## src/rtl/chg_prot_seq.sv

```systemverilog
module chg_prot_seq #(
  parameter int TICK_DIV    = 100,
  parameter int PG_TICKS    = 8000,
  parameter int OVREC_TICKS = 8000,
  parameter int BATDG_TICKS = 176,
  parameter int BAT_LIMIT   = 15
) (
  input  logic clk,
  input  logic rst_n,
  input  logic uv_ok,
  input  logic ov,
  input  logic bat_ov,
  input  logic hot,
  input  logic en_n,
  input  logic ocp_req,
  output logic sw_on,
  output logic flt_drive,
  output logic cnt_clr
);
  localparam int TMAX = (PG_TICKS > OVREC_TICKS) ? PG_TICKS : OVREC_TICKS;
  localparam int PW = $clog2(TICK_DIV + 1);
  localparam int TW = $clog2(TMAX + 1);
  localparam int DW = $clog2(BATDG_TICKS + 1);
  localparam int CW = $clog2(BAT_LIMIT + 1);

  typedef enum logic [3:0] {
    S_OFF, S_RST, S_PG, S_RUN, S_OVF, S_OVREC, S_OCP, S_BAT, S_HOT, S_LOCK
  } st_t;

  logic [4:0] sy1, sy2;
  always_ff @(posedge clk or negedge rst_n)
    if (!rst_n) begin
      sy1 <= 5'b10000;
      sy2 <= 5'b10000;
    end else begin
      sy1 <= {en_n, hot, bat_ov, ov, uv_ok};
      sy2 <= sy1;
    end

  logic uv_s, ov_s, bat_s, hot_s, en_n_s;
  assign {en_n_s, hot_s, bat_s, ov_s, uv_s} = sy2;

  logic hold, hold_q;
  assign hold = !uv_s || en_n_s;
  always_ff @(posedge clk or negedge rst_n)
    if (!rst_n) hold_q <= 1'b1;
    else        hold_q <= hold;
  assign cnt_clr = hold && !hold_q;

  logic [PW-1:0] pre;
  logic tick;
  assign tick = (pre == PW'(TICK_DIV - 1));
  always_ff @(posedge clk or negedge rst_n)
    if (!rst_n)    pre <= '0;
    else if (tick) pre <= '0;
    else           pre <= pre + 1'b1;

  st_t state, nxt, rs_nxt;
  logic [TW-1:0] tmr;
  logic [DW-1:0] dg;
  logic [CW-1:0] bat_cnt;
  logic bat_due, cnt_inc;

  assign bat_due = (dg == DW'(BATDG_TICKS)) && (state != S_BAT);

  always_comb begin
    if (ov_s)                         rs_nxt = S_OVF;
    else if (ocp_req)                 rs_nxt = S_OCP;
    else if (state == S_BAT && bat_s) rs_nxt = S_BAT;
    else if (bat_due)                 rs_nxt = (bat_cnt == CW'(BAT_LIMIT - 1)) ? S_LOCK : S_BAT;
    else if (hot_s)                   rs_nxt = S_HOT;
    else                              rs_nxt = S_RUN;
  end

  always_comb begin
    nxt = state;
    if (!uv_s)       nxt = S_OFF;
    else if (en_n_s) nxt = S_RST;
    else
      case (state)
        S_OFF, S_RST: nxt = S_PG;
        S_PG:         nxt = (tmr == TW'(PG_TICKS)) ? rs_nxt : S_PG;
        S_OVF:        nxt = ov_s ? S_OVF : S_OVREC;
        S_OVREC:      nxt = ov_s ? S_OVF : (tmr == TW'(OVREC_TICKS)) ? rs_nxt : S_OVREC;
        S_LOCK:       nxt = S_LOCK;
        default:      nxt = rs_nxt;
      endcase
  end

  assign cnt_inc = (nxt == S_BAT || nxt == S_LOCK) && state != S_BAT && state != S_LOCK;

  always_ff @(posedge clk or negedge rst_n)
    if (!rst_n) begin
      state   <= S_OFF;
      tmr     <= '0;
      dg      <= '0;
      bat_cnt <= '0;
    end else begin
      state <= nxt;
      if (nxt != state)                     tmr <= '0;
      else if (tick && tmr != TW'(TMAX))    tmr <= tmr + 1'b1;
      if (hold || !bat_s)                   dg <= '0;
      else if (tick && dg != DW'(BATDG_TICKS)) dg <= dg + 1'b1;
      if (hold)         bat_cnt <= '0;
      else if (cnt_inc) bat_cnt <= bat_cnt + 1'b1;
    end

  assign sw_on     = (state == S_RUN);
  assign flt_drive = (state == S_OVF) || (state == S_OVREC) || (state == S_OCP) ||
                     (state == S_BAT) || (state == S_HOT)   || (state == S_LOCK);

  a_r1_powerdown_quiet: assert property (@(posedge clk) disable iff (!rst_n)
    !uv_s |=> (!sw_on && !flt_drive));
  a_r9_disable_quiet: assert property (@(posedge clk) disable iff (!rst_n)
    (uv_s && en_n_s) |=> (!sw_on && !flt_drive));
  a_r4_ov_opens: assert property (@(posedge clk) disable iff (!rst_n)
    ov_s |=> !sw_on);
  a_r8_hot_opens: assert property (@(posedge clk) disable iff (!rst_n)
    hot_s |=> !sw_on);
  a_r10_ocp_opens: assert property (@(posedge clk) disable iff (!rst_n)
    ocp_req |=> !sw_on);
  a_r7_lock_sticks: assert property (@(posedge clk) disable iff (!rst_n)
    (state == S_LOCK && !hold) |=> (state == S_LOCK));
  a_r11_clr_single: assert property (@(posedge clk) disable iff (!rst_n)
    cnt_clr |=> !cnt_clr);
endmodule

```

## config.mk

```make
export PLATFORM = sky130hd
export DESIGN_NAME = chg_prot_seq
export DESIGN_NICKNAME = d
export VERILOG_FILES = /design/src/rtl/chg_prot_seq.sv
export SDC_FILE = /design/constraint.sdc
export NUM_CORES = 1
export LEC_CHECK = 0
export BUFFER_PORTS_ARGS = -buffer_cell sky130_fd_sc_hd__buf_2
export CAP_MARGIN = 20
export CORE_UTILIZATION = 64
export CTS_BUF_LIST = sky130_fd_sc_hd__clkbuf_4
export DETAILED_ROUTE_END_ITERATION = 12
export PLACE_DENSITY = 0.82
export SETUP_SLACK_MARGIN = 0.05
export SLEW_MARGIN = 20
export SYNTH_ARGS = -nofsm -noshare
export SYNTH_HDL_FRONTEND = slang
export SYNTH_SLANG_ARGS = --single-unit
```

## constraint.sdc

```tcl
create_clock -name clk -period 3.5 [get_ports clk]
set_input_delay 1.05 -clock clk [delete_from_list [all_inputs] [get_ports clk]]
set_output_delay 1.05 -clock clk [all_outputs]
set_load 0.01 [all_outputs]
```

==> results.md <==
* PD cells at around 370 mW/mm²
* CP max stage delay at approximately 0.6 ns
* Final Core Density at between 70% and 80%
* Nature of the critical path startpoint: flip-flop
* EDFF count, synth at 0
* Slowest CP cell: or4_4
* Period utilisation layout at between 90 and 100%
* CTS root buf: clkbuf_4
* Htree depth at 2
* Fmax at roughly 0.32 GHz
* Number of synthesized register bits at 47
* Global-route wire length before repair at 8.58 mm
* Worst path buffer plus inverter count at 0
* Synthesized area per cell at a little under 10 µm²
* Part of the power in the clock network at a little under 40%
* Clock Skew at between 0.02 and 0.025 ns
* Dpl hpwl at ~3.4 mm
* Leak at between 1 and 1.5 nW
* CP Data Required Time at 3.78 ns
* Clock Pin Slew Worst Setup and Hold Paths at roughly 0.15 ns
* TritonCTS Buffers at 5
* Final wirelength at between 4 and 5 mm
* Final setup violation count at 0
* Cell chain of the critical path: or4_4 > or3_4 > o32a_4 > or3_1 > a21oi_1 > o211ai_1 > nor3_1
* DRC Markers at 0
* Net Sw Frac at between 20% and 30%
* Worst Hold Margin at around 0.35 ns
* Max cap viols at 0
* Core area at about 0.0037 mm²
* Cell Int Power at 804 µW
* Via Count at a little under 2000
* Top Layer Used: met4
* Max_slew headroom at between 20% and 30%
* Drt via density at a little over 6
* Syn Inst Count at between 200 and 300
* Number of global-route vias before repair at slightly below 2000
* Post-Syn Area at about 0.0026 mm²
* Wire per inst at 15.2 µm
* Die ar. at 0.00426 mm²
* Final non-filler cell total at between 300 and 400
* Setup repair after global routing missed its margin: false
* Distinct cells, synth at 54
* Commonest non-fill, non-tap cell in the layout: dfrtp_1
* IO buf count at 10
* Peak supply drop at 0.000290 V
* Outcome: complete, no violations
* FFs w/ async S/R, synth at 100%
* Global route total overflow at 0
* Antenna violations before repair at 0
* # nets final at 289
* Antenna cells at 0
* Hold buffer count at CTS at 0
* Die X at 65.3 µm
* Seq pwr share at between 50% and 60%
* Met2 wire length at around 2.3 mm
* Clk buf depth at 2
* Area growth syn-to-layout at 7.77%
* Commonest non-fill, non-tap cells in the layout: dfrtp_1 (44), nor2_1 (25), nor3_1 (18)
* CTS Sinks at 47
* Post-route ant nets at 0
* Initial Util at between 60% and 70%
* Total global-route track usage at 26.5%
* Syn nets at about 270
* Die height at between 60 and 70 µm
* Final Power at approximately 1.0 mW
* Row count at 22
* Wl on met1 at between 2 and 2.5 mm
* Least-Margin Pin Slew at around 1.1 ns
* Final hold violations at 0
* Resized Gates After CTS at 0
* I/O pin total at 11
* Combinational share of power at 6.7%
* Worst-path maximum fanout at 13
* Initial DRC count at 142
* Post-synthesis sequential area ratio at 46.1%
* Worst skew pair latency at 0.37 ns
* Hold crit path type: reg2reg
* Yosys warning count at 0
* Drt pass-1 iters at 7
* CP endpoint kind: flip-flop
* Share of cells above drive strength 1 at between 10 and 15%
* Net Sw Power at around 230 µW
* Largest net degree at the start of global routing at 48
* Met3 WL at roughly 260 µm
* Worst Setup Path Type: reg2reg
* Placed insts at 315
* Gpl congestion at between 0.8 and 0.9
* Setup TNS Final at 0 ns
* Top FF cell, synth: dfrtp_1
* CP delay by family, top: simple AND/OR/NAND/NOR gates
* CTS tree: built
* Max Slew Vio Count at 0
* Post-CTS Setup Repair Bufs at 0
* CP Data Arrival Time at roughly 3.5 ns
* Fin crit period at approximately 3.2 ns
## worst register-to-register path: stages (launching register included)
cell and delay (ns):
dfrtp_1 0.46, or4_4 0.59, or3_4 0.43, o32a_4 0.38
or3_1 0.35, a21oi_1 0.14, o211ai_1 0.40, nor3_1 0.34
## final timing paths
check / startpoint / depth (start not counted) / end / slack (ns)
max: tmr[3] / 7 / tmr[5] / 0.33
max reg2reg: tmr[3] / 7 / tmr[5] / 0.33
min in group asynchronous: rst_n / 1 / tmr[12] / 0.65
max in group asynchronous: rst_n / 1 / dg[6] / 2.44
min reg2reg: sy1[2] / 0 / sy2[2] / 0.35
min: sy1[2] / 0 / sy2[2] / 0.35
## cell usage after synthesis (all sizes together) (2+ instances only)
cell | number | area [µm²]
o41ai | 2 | 17.5
dfstp | 3 | 78.8
nor2b | 3 | 18.8
xnor2 | 13 | 114
and3 | 5 | 31.3
o21ai | 6 | 30.0
inv | 13 | 48.8
and4b | 3 | 31.3
or4 | 4 | 33.8
a311o | 2 | 20.0
nor3 | 19 | 100
or3 | 7 | 48.8
buf | 4 | 28.8
xor2 | 11 | 96.3
nand2b | 2 | 12.5
o32ai | 3 | 45.1
nand4 | 6 | 37.5
nor3b | 2 | 15.0
clkbuf | 4 | 35.0
o31ai | 2 | 15.0
mux2i | 2 | 20.0
a21o | 2 | 15.0
nor2 | 25 | 93.8
or4b | 2 | 20.0
ha | 7 | 87.6
nand2 | 16 | 60.1
nand3 | 14 | 70.1
dfrtp | 44 | 1100
o211ai | 2 | 15.0
a21oi | 14 | 70.1
nor4 | 3 | 18.8
## power groups by stage
stage	clock, mW	combinational (mW)	sequential (mW)
after detailed placement	0	0.0689	0.568
after global routing	0.433	0.0780	0.559
after floorplan	0	0.0444	0.567
after global placement	0	0.0675	0.567
after CTS	0.414	0.0691	0.557
final	0.406	0.0693	0.557
## registers in the layout (all words and copies together), names as in the netlist
name	cells
sy1	5
bat_cnt	4
hold_q	1
sy2	5
pre	7
state	4
dg	8
tmr	13
## through the flow
| step | setup slack (ns) | area [µm²] |
|---|---|---|
| final | 0.330 | 2760 |
| after global placement | 0.511 | 2650 |
| after global routing | 0.119 | 2760 |
| after detailed placement | 0.379 | 2650 |
| after floorplan | 0.694 | 2560 |
| after CTS | 0.344 | 2760 |
## final cells by class
type                       count  area, µm²
clock buffer                   6       45.0
clock inverter                 2       60.1
fill                         277        983
inverter                      14       52.6
multi-input combinational    190       1260
sequential                    47       1180
tap                           48       60.1
timing repair buffer          16       97.6
## cell families (layout without fill, tap and decap cells)
logic type,count (synthesis),after routing,share of synthesized area [%]
compound gates,39,39,11.6
xor+xnor,24,24,8.21
fa+ha+maj,7,7,3.42
buf+inv,22,38,4.54
flops,47,47,46.1
mux,3,3,1.22
simple gates,117,117,25.0
## per-layer routing
metal | vias up | global-route usage [%]
met3 | 10 | 6.25
met5 | - | 0
met2 | 72 | 41.1
met1 | 952 | 35.9
met4 | 0 | 10.3
li1 | 954 | -
Power figures use the tool's default switching activity.
